--- src/rtl/adc_rd_pkg.sv ---
package adc_rd_pkg;
  typedef enum logic [1:0] {
    ST_IDLE  = 2'd0,
    ST_SHIFT = 2'd1,
    ST_REARM = 2'd2,
    ST_CAL   = 2'd3
  } rd_state_t;
endpackage

--- src/rtl/adc_rd_sclk_gen.sv ---
// Serial clock divider: equal high/low phases of HALF cycles while run is set.
module adc_rd_sclk_gen #(
  parameter int HALF      = 4,
  parameter bit SMP_FALL  = 1'b1
) (
  input  logic clk,
  input  logic rst_n,
  input  logic run,
  output logic sclk,
  output logic fall_evt,
  output logic samp_evt
);
  localparam int CW = (HALF > 1) ? $clog2(HALF) : 1;

  logic [CW-1:0] hcnt_q, hcnt_n;
  logic          sclk_n;
  logic          wrap;

  assign wrap     = (hcnt_q == CW'(HALF - 1));
  assign fall_evt = run & sclk & wrap;
  assign samp_evt = run & wrap & (sclk == SMP_FALL);

  always_comb begin
    hcnt_n = hcnt_q;
    sclk_n = sclk;
    if (!run) begin
      hcnt_n = '0;
      sclk_n = 1'b0;
    end else if (wrap) begin
      hcnt_n = '0;
      sclk_n = ~sclk;
    end else begin
      hcnt_n = hcnt_q + 1'b1;
    end
  end

  always_ff @(posedge clk or negedge rst_n) begin
    if (!rst_n) begin
      hcnt_q <= '0;
      sclk   <= 1'b0;
    end else begin
      hcnt_q <= hcnt_n;
      sclk   <= sclk_n;
    end
  end
endmodule

--- src/rtl/adc_rd_shifter.sv ---
// MSB-first input shift register.
module adc_rd_shifter #(
  parameter int W = 24
) (
  input  logic         clk,
  input  logic         rst_n,
  input  logic         shift_en,
  input  logic         bit_in,
  output logic [W-1:0] word
);
  logic [W-1:0] word_n;

  always_comb begin
    word_n = word;
    if (shift_en) word_n = {word[W-2:0], bit_in};
  end

  always_ff @(posedge clk or negedge rst_n) begin
    if (!rst_n) word <= '0;
    else        word <= word_n;
  end
endmodule

--- src/rtl/adc_rd_cal_timer.sv ---
// Calibration watchdog: limit is the nominal time plus 5 percent.
module adc_rd_cal_timer #(
  parameter int FAST_CYC = 25_320_000,
  parameter int SLOW_CYC = 200_255_000
) (
  input  logic clk,
  input  logic rst_n,
  input  logic start,
  input  logic fast,
  input  logic run,
  output logic expired
);
  localparam int FAST_LIM = FAST_CYC + FAST_CYC / 20;
  localparam int SLOW_LIM = SLOW_CYC + SLOW_CYC / 20;
  localparam int MAX_LIM  = (FAST_LIM > SLOW_LIM) ? FAST_LIM : SLOW_LIM;
  localparam int CW       = $clog2(MAX_LIM + 2);

  logic [CW-1:0] cnt_q, cnt_n;
  logic          fast_q, fast_n;
  logic [CW-1:0] lim;

  assign lim     = fast_q ? CW'(FAST_LIM) : CW'(SLOW_LIM);
  assign expired = run & (cnt_q >= lim);

  always_comb begin
    cnt_n  = cnt_q;
    fast_n = fast_q;
    if (start) begin
      cnt_n  = '0;
      fast_n = fast;
    end else if (run && !expired) begin
      cnt_n = cnt_q + 1'b1;
    end
  end

  always_ff @(posedge clk or negedge rst_n) begin
    if (!rst_n) begin
      cnt_q  <= '0;
      fast_q <= 1'b1;
    end else begin
      cnt_q  <= cnt_n;
      fast_q <= fast_n;
    end
  end
endmodule

--- src/rtl/adc_readout_ctrl.sv ---
module adc_readout_ctrl
  import adc_rd_pkg::*;
#(
  parameter int DATA_W       = 24,
  parameter int CAL_EXTRA    = 2,
  parameter int SCLK_HALF    = 4,
  parameter int MIN_HALF     = 3,
  parameter bit SMP_FALL     = 1'b1,
  parameter int SYNC_STAGES  = 2,
  parameter int CAL_FAST_CYC = 25_320_000,
  parameter int CAL_SLOW_CYC = 200_255_000
) (
  input  logic              clk,
  input  logic              rst_n,
  input  logic              adc_line,
  input  logic              speed,
  input  logic              cal_req,
  output logic              sclk,
  output logic              smp_valid,
  output logic [DATA_W-1:0] smp_data,
  output logic              cal_busy,
  output logic              cal_timeout
);
  localparam int EFF_HALF = (SCLK_HALF < MIN_HALF) ? MIN_HALF : SCLK_HALF;
  localparam int TOTAL    = DATA_W + CAL_EXTRA;
  localparam int PW       = $clog2(TOTAL + 1);

  // line synchronizer, idles high
  logic [SYNC_STAGES-1:0] sync_q;
  logic                   line_s;

  for (genvar g = 0; g < SYNC_STAGES; g++) begin : g_sync
    always_ff @(posedge clk or negedge rst_n) begin
      if (!rst_n) sync_q[g] <= 1'b1;
      else if (g == 0) sync_q[g] <= adc_line;
      else sync_q[g] <= sync_q[(g > 0) ? g - 1 : 0];
    end
  end
  assign line_s = sync_q[SYNC_STAGES-1];

  rd_state_t     state_q, state_n;
  logic [PW-1:0] pcnt_q, pcnt_n;
  logic          cal_cur_q, cal_cur_n;
  logic          pend_q, pend_n;
  logic          valid_q, valid_n;
  logic          tmo_q, tmo_n;
  logic          take, tmr_start, tmr_exp;
  logic          run, fall_evt, samp_evt, last_pulse, shift_en;
  logic [PW-1:0] last_idx;

  assign run      = (state_q == ST_SHIFT);
  assign last_idx = cal_cur_q ? PW'(TOTAL - 1) : PW'(DATA_W - 1);
  assign last_pulse = fall_evt && (pcnt_q == last_idx);
  assign shift_en = run && samp_evt && (pcnt_q < PW'(DATA_W));

  adc_rd_sclk_gen #(.HALF(EFF_HALF), .SMP_FALL(SMP_FALL)) u_sclk (
    .clk(clk), .rst_n(rst_n), .run(run),
    .sclk(sclk), .fall_evt(fall_evt), .samp_evt(samp_evt)
  );

  adc_rd_shifter #(.W(DATA_W)) u_shift (
    .clk(clk), .rst_n(rst_n), .shift_en(shift_en),
    .bit_in(line_s), .word(smp_data)
  );

  adc_rd_cal_timer #(.FAST_CYC(CAL_FAST_CYC), .SLOW_CYC(CAL_SLOW_CYC)) u_tmr (
    .clk(clk), .rst_n(rst_n), .start(tmr_start), .fast(speed),
    .run(state_q == ST_CAL), .expired(tmr_exp)
  );

  always_comb begin
    state_n   = state_q;
    pcnt_n    = pcnt_q;
    cal_cur_n = cal_cur_q;
    valid_n   = 1'b0;
    tmo_n     = tmo_q;
    take      = 1'b0;
    tmr_start = 1'b0;
    unique case (state_q)
      ST_IDLE: begin
        if (!line_s) begin
          state_n   = ST_SHIFT;
          pcnt_n    = '0;
          cal_cur_n = pend_q;
          take      = 1'b1;
        end
      end
      ST_SHIFT: begin
        if (fall_evt) pcnt_n = pcnt_q + 1'b1;
        if (last_pulse) begin
          if (cal_cur_q) begin
            state_n   = ST_CAL;
            tmr_start = 1'b1;
            tmo_n     = 1'b0;
          end else begin
            state_n = ST_REARM;
            valid_n = 1'b1;
          end
        end
      end
      ST_REARM: begin
        if (line_s) state_n = ST_IDLE;
      end
      ST_CAL: begin
        if (!line_s) begin
          state_n   = ST_SHIFT;
          pcnt_n    = '0;
          cal_cur_n = pend_q;
          take      = 1'b1;
        end else if (tmr_exp) begin
          state_n = ST_IDLE;
          tmo_n   = 1'b1;
        end
      end
      default: state_n = ST_IDLE;
    endcase
    pend_n = (pend_q & ~take) | (cal_req & (state_q != ST_CAL));
  end

  always_ff @(posedge clk or negedge rst_n) begin
    if (!rst_n) begin
      state_q   <= ST_IDLE;
      pcnt_q    <= '0;
      cal_cur_q <= 1'b0;
      pend_q    <= 1'b0;
      valid_q   <= 1'b0;
      tmo_q     <= 1'b0;
    end else begin
      state_q   <= state_n;
      pcnt_q    <= pcnt_n;
      cal_cur_q <= cal_cur_n;
      pend_q    <= pend_n;
      valid_q   <= valid_n;
      tmo_q     <= tmo_n;
    end
  end

  assign smp_valid   = valid_q;
  assign cal_busy    = (state_q == ST_CAL);
  assign cal_timeout = tmo_q;
endmodule

--- config.mk ---
export PLATFORM = sky130hd
export DESIGN_NAME = adc_readout_ctrl
export DESIGN_NICKNAME = d
export VERILOG_FILES = /design/src/rtl/adc_rd_pkg.sv /design/src/rtl/adc_rd_sclk_gen.sv /design/src/rtl/adc_rd_shifter.sv /design/src/rtl/adc_rd_cal_timer.sv /design/src/rtl/adc_readout_ctrl.sv
export SDC_FILE = /design/constraint.sdc
export NUM_CORES = 1
export LEC_CHECK = 0
export BUFFER_PORTS_ARGS = -buffer_cell sky130_fd_sc_hd__buf_2
export CAP_MARGIN = 0
export CORE_MARGIN = 2
export CORE_UTILIZATION = 45
export DETAILED_ROUTE_END_ITERATION = 8
export GPL_TIMING_DRIVEN = 0
export SLEW_MARGIN = 20
export SYNTH_ARGS = -nofsm -noshare
export SYNTH_HDL_FRONTEND = slang
export SYNTH_SLANG_ARGS = --single-unit
--- constraint.sdc ---
create_clock -name clk -period 3.2 [get_ports clk]
set_input_delay 0.32 -clock clk [delete_from_list [all_inputs] [get_ports clk]]
set_output_delay 0.32 -clock clk [all_outputs]
set_load 0.1 [all_outputs]
==> results of run 1 <==
routing by layer:
metal / wire length (um) / up-vias / GRT usage
met4: 159 / 0 / 0.0870
li1: - / 1398 / -
met3: 201 / 15 / 0.0431
met2: 3730 / 37 / 0.315
met5: 0 / - / 0
met1: 3750 / 1375 / 0.248
state kept, by name (all words and copies together), names as in the netlist, 2 cells and up:
signal and cells:
pcnt_q 5, state_q 2, u_shift.word 24, u_tmr.cnt_q 28
u_sclk.hcnt_q 2
synthesized netlist by cell type (2+ instances only):
cell / instances
a21oi_1: 31
a22o_1: 3
a2bb2oi_1: 2
and2_1: 2
and3_1: 5
and4_1: 2
buf_2: 3
clkbuf_1: 6
dfrtp_1: 66
dfstp_2: 3
ha_1: 26
inv_1: 13
mux2_2: 24
mux2i_1: 2
nand2_1: 30
nand2b_1: 4
nand3_1: 12
nand4_1: 6
nand4_2: 2
nand4b_1: 2
nor2_1: 13
nor3_1: 5
nor4_2: 2
nor4bb_1: 2
o211ai_1: 3
o21a_1: 4
o21ai_0: 19
o21ai_1: 9
o31ai_1: 4
or3_1: 17
or4_1: 5
xor2_1: 2
cell usage in the layout, fill, tap and decap left out, types with 4 or more instances in the layout:
cell type / netlist / routed
or3_1: 17 / 17
nor2_1: 13 / 13
o31ai_1: 4 / 4
nor3_1: 5 / 5
buf_4: 0 / 7
nand4_1: 6 / 6
clkbuf_8: 0 / 10
or4_1: 5 / 5
o21ai_0: 19 / 19
o21ai_1: 9 / 9
and3_1: 5 / 5
nand2b_1: 4 / 4
mux2_2: 24 / 24
clkbuf_1: 6 / 8
a21oi_1: 31 / 31
dfrtp_1: 66 / 66
ha_1: 26 / 26
buf_2: 3 / 34
nand3_1: 12 / 12
o21a_1: 4 / 4
nand2_1: 30 / 30
inv_1: 13 / 12
cell families (layout without fill, tap and decap cells):
logic type               after synthesis  in the layout  share of synthesized area
AO/OA/AOI/OAI                         83             83                      0.139
XOR/XNOR                               3              3                    0.00714
adder cells (fa/ha/maj)               26             26                     0.0884
buffers and inverters                 23             79                     0.0265
flip-flops                            69             69                      0.470
multiplexers                          26             26                     0.0789
AND/OR/NAND/NOR                      119            119                      0.189
critical path, cell delays in order, from the launching register on:
cell and delay (ns):
dfstp_2 0.57, clkinvlp_4 0.18, ha_1 0.36, nor4_1 0.30, nor3_1 0.12, a221oi_4 0.41
nand4_2 0.20, buf_2 0.26, or4_1 0.49, nand2_1 0.08
power groups by stage:
stage          Sequential (W)  Clock (W)  Combinational (W)
6_report             0.000882   0.000699          0.0000643
5_1_grt              0.000882   0.000757          0.0000703
4_1_cts              0.000881   0.000721          0.0000661
3_5_place_dp         0.000898          0          0.0000652
3_3_place_gp         0.000898          0          0.0000603
2_1_floorplan        0.000926          0         0.00000612
final cells by class:
cell class | instances | area share
Clock buffer | 12 | 0.0342
Clock inverter | 4 | 0.0112
Buffer | 10 | 0.0115
Tap cell | 102 | 0.0300
Multi-Input combinational cell | 257 | 0.436
Sequential cell | 69 | 0.407
Timing Repair Buffer | 40 | 0.0577
Inverter | 13 | 0.0124
worst max path at each step:
stage                       to  slack (ns)  cells after the start
3_3_place_gp   u_tmr.cnt_q[12]        0.04                      9
3_5_place_dp   u_tmr.cnt_q[23]      -0.009                      9
2_1_floorplan  u_tmr.cnt_q[12]        0.49                      9
4_1_cts        u_tmr.cnt_q[12]        0.20                      9
6_report       u_tmr.cnt_q[12]        0.19                      9
5_1_grt        u_tmr.cnt_q[15]       0.005                      9
repair_timing:
action / 4_1_cts / 5_1_grt
resized for setup: 1 / 0
hold buffers: 1 / 0
buffers inserted: 6 / 0
setup endpoints to repair: 2 / 0
endpoints found under the hold margin: 14 / 0
per-stage QoR:
step	worst slack (ns)	hold WS, ns	instance area (um^2)
5_1_grt	0.00520	0.0425	4250
3_5_place_dp	-0.00948	0.205	4000
2_1_floorplan	0.487	0.0244	3680
4_1_cts	0.203	0.0522	4250
6_report	0.188	0.0732	4250
3_3_place_gp	0.0363	0.347	3970
==> results by group, run 1 <==
Outcome
  • Status: finished clean

Clock tree
  • CTS clk-pin slew, worst paths: 0.07 ns
  • Skew-Pair Late Insertion Delay: 0.35 ns
  • TritonCTS clock tree: done
  • Clock Sinks: 69
  • CTS Root Cell: clkbuf_8
  • Number of CTS-inserted buffers: 9
  • Clock Path Buffers: 2
  • CTS H-tree lvls: 3

Critical path
  • Crit Reg-Reg Startpoint: u_tmr.fast_q
  • CP startpoint: u_tmr.fast_q
  • Setup crit end kind: flop
  • Critical Path Fanout Max: 10
  • Arrival time at the worst endpoint: 3.30 ns
  • R2R depth: 9
  • WS Path Type: reg2reg
  • Worst R2R End: u_tmr.cnt_q[12]
  • Flop-to-flop setup slack: 0.19 ns
  • Required @ worst endpoint: 3.49 ns
  • Worst setup SP type: flop

Detailed routing
  • WL per Instance: 15.5 um
  • Vias per inst: 5.57
  • Post-route ant nets: 0
  • Wirelength, routed: 7840 um
  • TritonRoute pass-1 iters: 4
  • Drt drc: 0
  • DR iter-0 viols: 69
  • Via count: 2,825

GRT
  • Largest net degree at the start of global routing: 55
  • First-pass GRT wire length: 13,200 um
  • Vias in the first global route: 2,730
  • Grt ovf: 0
  • Initial antenna violation count: 0
  • Tot GR Track Use: 0.194

Power and ir drop
  • Net switching power: 0.000375 W
  • Comb power frac: 0.039
  • Worst vdd ir: 0.000295 V
  • Flop pwr share: 0.536
  • Clock share of power: 0.425
  • P per Cell Area: 387 nW/um^2
  • Internal power: 0.00127 W
  • Tot Pwr: 0.00164 W
  • Lkg Pwr: 2.01 nW
  • Sw Ratio: 0.228

Min path
  • WHS Endpoint: sync_q[0]
  • Hold wc startpoint: adc_line
  • Hold Path Class: in2reg
  • Hold path depth: 1

Placed design
  • Port Buffers: 32
  • Post-DP HPWL: 5450 um
  • GP Congestion: 0.850
  • Placed cell count: 484

Final layout
  • Ant. Diodes: 0
  • Post-Route Utilization: 0.544
  • Layout cells sized above 1: 0.237
  • Final Non-Filler Cells: 507
  • NumNets Final: 431
  • Fillers: 688
  • Footprint of the multi-input gates: 1850 um^2
  • Reg area: 1730 um^2
  • Synthesis-to-layout area growth: 15.5%

Floorplan
  • Core ar.: 7810 um^2
  • Die Wd: 94.4 um
  • Die area: 8910 um^2
  • Std cell rows: 32
  • DIE HEIGHT: 94.4 um
  • Starting density of the core: 0.471
  • I/O pins: 33

Timing
  • Final hold violation count: 0
  • Peak Freq: 332 MHz
  • Tightest Pin Transition: 0.570 ns
  • Max-slew violation count: 0
  • Relative slew margins: 0.616
  • TNS Setup: 0 ns
  • # setup viols final: 0
  • Period utilisation layout: 0.941
  • Period minus WS final: 3.01 ns
  • RSZ-0062 raised after global routing: no
  • Layout Skew: 0.00809 ns

Synthesis
  • Syn_nets: 380
  • Ranking of synthesized cells by area: dfrtp_1, ha_1, mux2_2
  • Top FF cell, synth: dfrtp_1
  • Yosys warning count: 0
  • Mapped cell area: 3680 um^2
  • #FFs+latches synth: 69
  • Mean Syn Cell Area: 10.5 um^2
  • Number of synthesized flops with an enable pin: 0
  • Unique masters post-synth: 52
  • Share of the synthesized area in the top cell type: 0.449
  • Gate Count Post-Synth: 349
  • Synth area leader: dfrtp_1
  • Post-synthesis sequential area ratio: 0.470
  • Share of synthesized flip-flops with an asynchronous set or reset: 1.00

Flow run
  • Max cap viols: 0
(Power assumes the default switching activity.)
==> run 2, diff against run 1 <==
REMOVE_ABC_BUFFERS = 1   (was unset)
==> results by group, run 2 (same netlist as run 1, synthesis figures left out) <==
Final layout
  • Largest registers: u_tmr.cnt_q x28, u_shift.word x24, pcnt_q x5
  • Ant. Diodes: 0
  • Final Non-Filler Cells: 503
  • NumNets Final: 427
  • Largest register by flop count: u_tmr.cnt_q
  • Synthesis-to-layout area growth: 17.0%
  • Commonest non-fill, non-tap cell in the layout: dfrtp_1
  • Commonest non-fill, non-tap cells in the layout: dfrtp_1, a21oi_1, buf_2
  • Largest register FFs: 28
  • Layout cells sized above 1: 0.252

GRT
  • Initial antenna violation count: 0
  • Largest net degree at the start of global routing: 51
  • M3 GR Usage: 0.0311
  • GR peak layer: met2
  • Tot GR Track Use: 0.190
  • Vias in the first global route: 2,676
  • First-pass GRT wire length: 13,200 um
  • Grt ovf: 0
  • Met2 usage: 0.296
  • Grt met1 use: 0.263

Floorplan
  • Die area: 8910 um^2
  • Std cell rows: 32
  • Core ar.: 7810 um^2
  • I/O pins: 33
  • Die Wd: 94.4 um
  • Starting density of the core: 0.471
  • DIE HEIGHT: 94.4 um

Timing
  • Post-route setup slack: 0.156 ns
  • TNS Setup: 0 ns
  • # setup viols final: 0
  • Tightest Pin Transition: 0.948 ns
  • Period minus WS final: 3.04 ns
  • Max-slew violation count: 0
  • Peak Freq: 328 MHz
  • RSZ-0062 raised after global routing: no
  • Period utilisation layout: 0.951
  • Fin Hold WS: 0.0561 ns
  • Layout Skew: 0.0110 ns
  • Relative slew margins: 0.366
  • Final hold violation count: 0

Flow run
  • Max cap viols: 0

Critical path
  • Critical Path Fanout Max: 11
  • Worst-path cell chain: clkinvlp_4 -> ha_1 -> nor4_1 -> nor3_1 -> a221oi_4 -> buf_12 -> nand4_4 -> or4_1 -> a21oi_1
  • Critical Path Max Stage Delay: 0.63 ns
  • Worst Path Buf+Inv: 2
  • Critical path's slowest cell: dfstp_2
  • Cell family with most CP delay: simple AND/OR/NAND/NOR gates
  • WS Path Type: reg2reg
  • Arrival time at the worst endpoint: 3.31 ns
  • Required @ worst endpoint: 3.47 ns
  • Setup crit end kind: flop
  • Worst setup SP type: flop

Placed design
  • GP Congestion: 0.830
  • Placed cell count: 474
  • Port Buffers: 32
  • Post-DP HPWL: 4930 um
  • Pre-CTS setup slack: -0.346 ns

Min path
  • Hold Path Class: in2reg

Clock tree
  • Skew-Pair Late Insertion Delay: 0.36 ns
  • Number of CTS-inserted buffers: 9
  • CTS Root Cell: clkbuf_8
  • CTS H-tree lvls: 3
  • CTS clk-pin slew, worst paths: 0.08 ns
  • TritonCTS clock tree: done
  • Clock Sinks: 69
  • Clock Path Buffers: 2

Detailed routing
  • Wirelength, routed: 7790 um
  • TritonRoute pass-1 iters: 4
  • Post-route ant nets: 0
  • Via count: 2,805
  • Drt drc: 0
  • Vias per inst: 5.58
  • DR iter-0 viols: 155
  • WL per Instance: 15.5 um

Power and ir drop
  • P per Cell Area: 396 nW/um^2
  • Worst vdd ir: 0.000163 V
  • Lkg Pwr: 2.08 nW

Outcome
  • Status: finished clean
[run 2: cell count changes in the layout (fill, tap and decap cells not counted), sizes merged]
cell | previous run | this run
clkbuf | 18 | 10
clkinvlp | 2 | 4
nand4 | 9 | 11
clkinv | 2 | 1
inv | 12 | 13
[run 2: worst paths after layout]
kind / depth (start not counted) / startpoint / endpoint / slack, ns
worst min register to register: 0 / sync_q[0] / line_s / 0.36
max in group asynchronous: 3 / rst_n / sync_q[0] / 2.23
min in group asynchronous: 2 / rst_n / u_tmr.cnt_q[3] / 0.39
worst min-delay path: 1 / adc_line / sync_q[0] / 0.06
worst max-delay path: 9 / u_tmr.fast_q / u_tmr.cnt_q[20] / 0.16
worst max register to register: 9 / u_tmr.fast_q / u_tmr.cnt_q[20] / 0.16
[run 2: routing by layer]
layer | part of all wire | wire length, um
met3 | 0.034 | 267
met1 | 0.48 | 3730
met4 | 0.017 | 134
met5 | 0 | 0
met2 | 0.47 | 3650
[run 2: report_power, final]
group / internal, W / switching, W / leakage (nW)
registers: 0.000877 / 0.00000348 / 0.915
clock network: 0.000385 / 0.000372 / 0.0951
logic: 0.0000126 / 0.0000522 / 1.07
[run 2: per-stage QoR]
stage | util | power, W | instance area, um^2
after floorplan | - | 0.000932 | 3630
after global placement | 0.502 | 0.000959 | 3920
after detailed placement | 0.506 | 0.000964 | 3950
after CTS | 0.547 | 0.00172 | 4270
after global routing | 0.551 | 0.00176 | 4300
final | 0.551 | 0.00170 | 4300
[run 2: cell type report]
class / instances / area (um^2)
inverter: 13 / 52.6
clock inverter: 6 / 70.1
tap: 102 / 128
timing repair buffer: 44 / 300
fill: 684 / 3500
multi-input combinational: 259 / 1890
sequential: 69 / 1730
clock buffer: 10 / 138
[run 2: repair_timing]
item | in CTS | in global routing
pin swaps | 4 | 1
hold buffers | 1 | 0
resized for setup | 2 | 0
buffers inserted | 7 | 3
endpoints found under the hold margin | 19 | 0
setup endpoints to repair | 21 | 20
cloned | 2 | 0
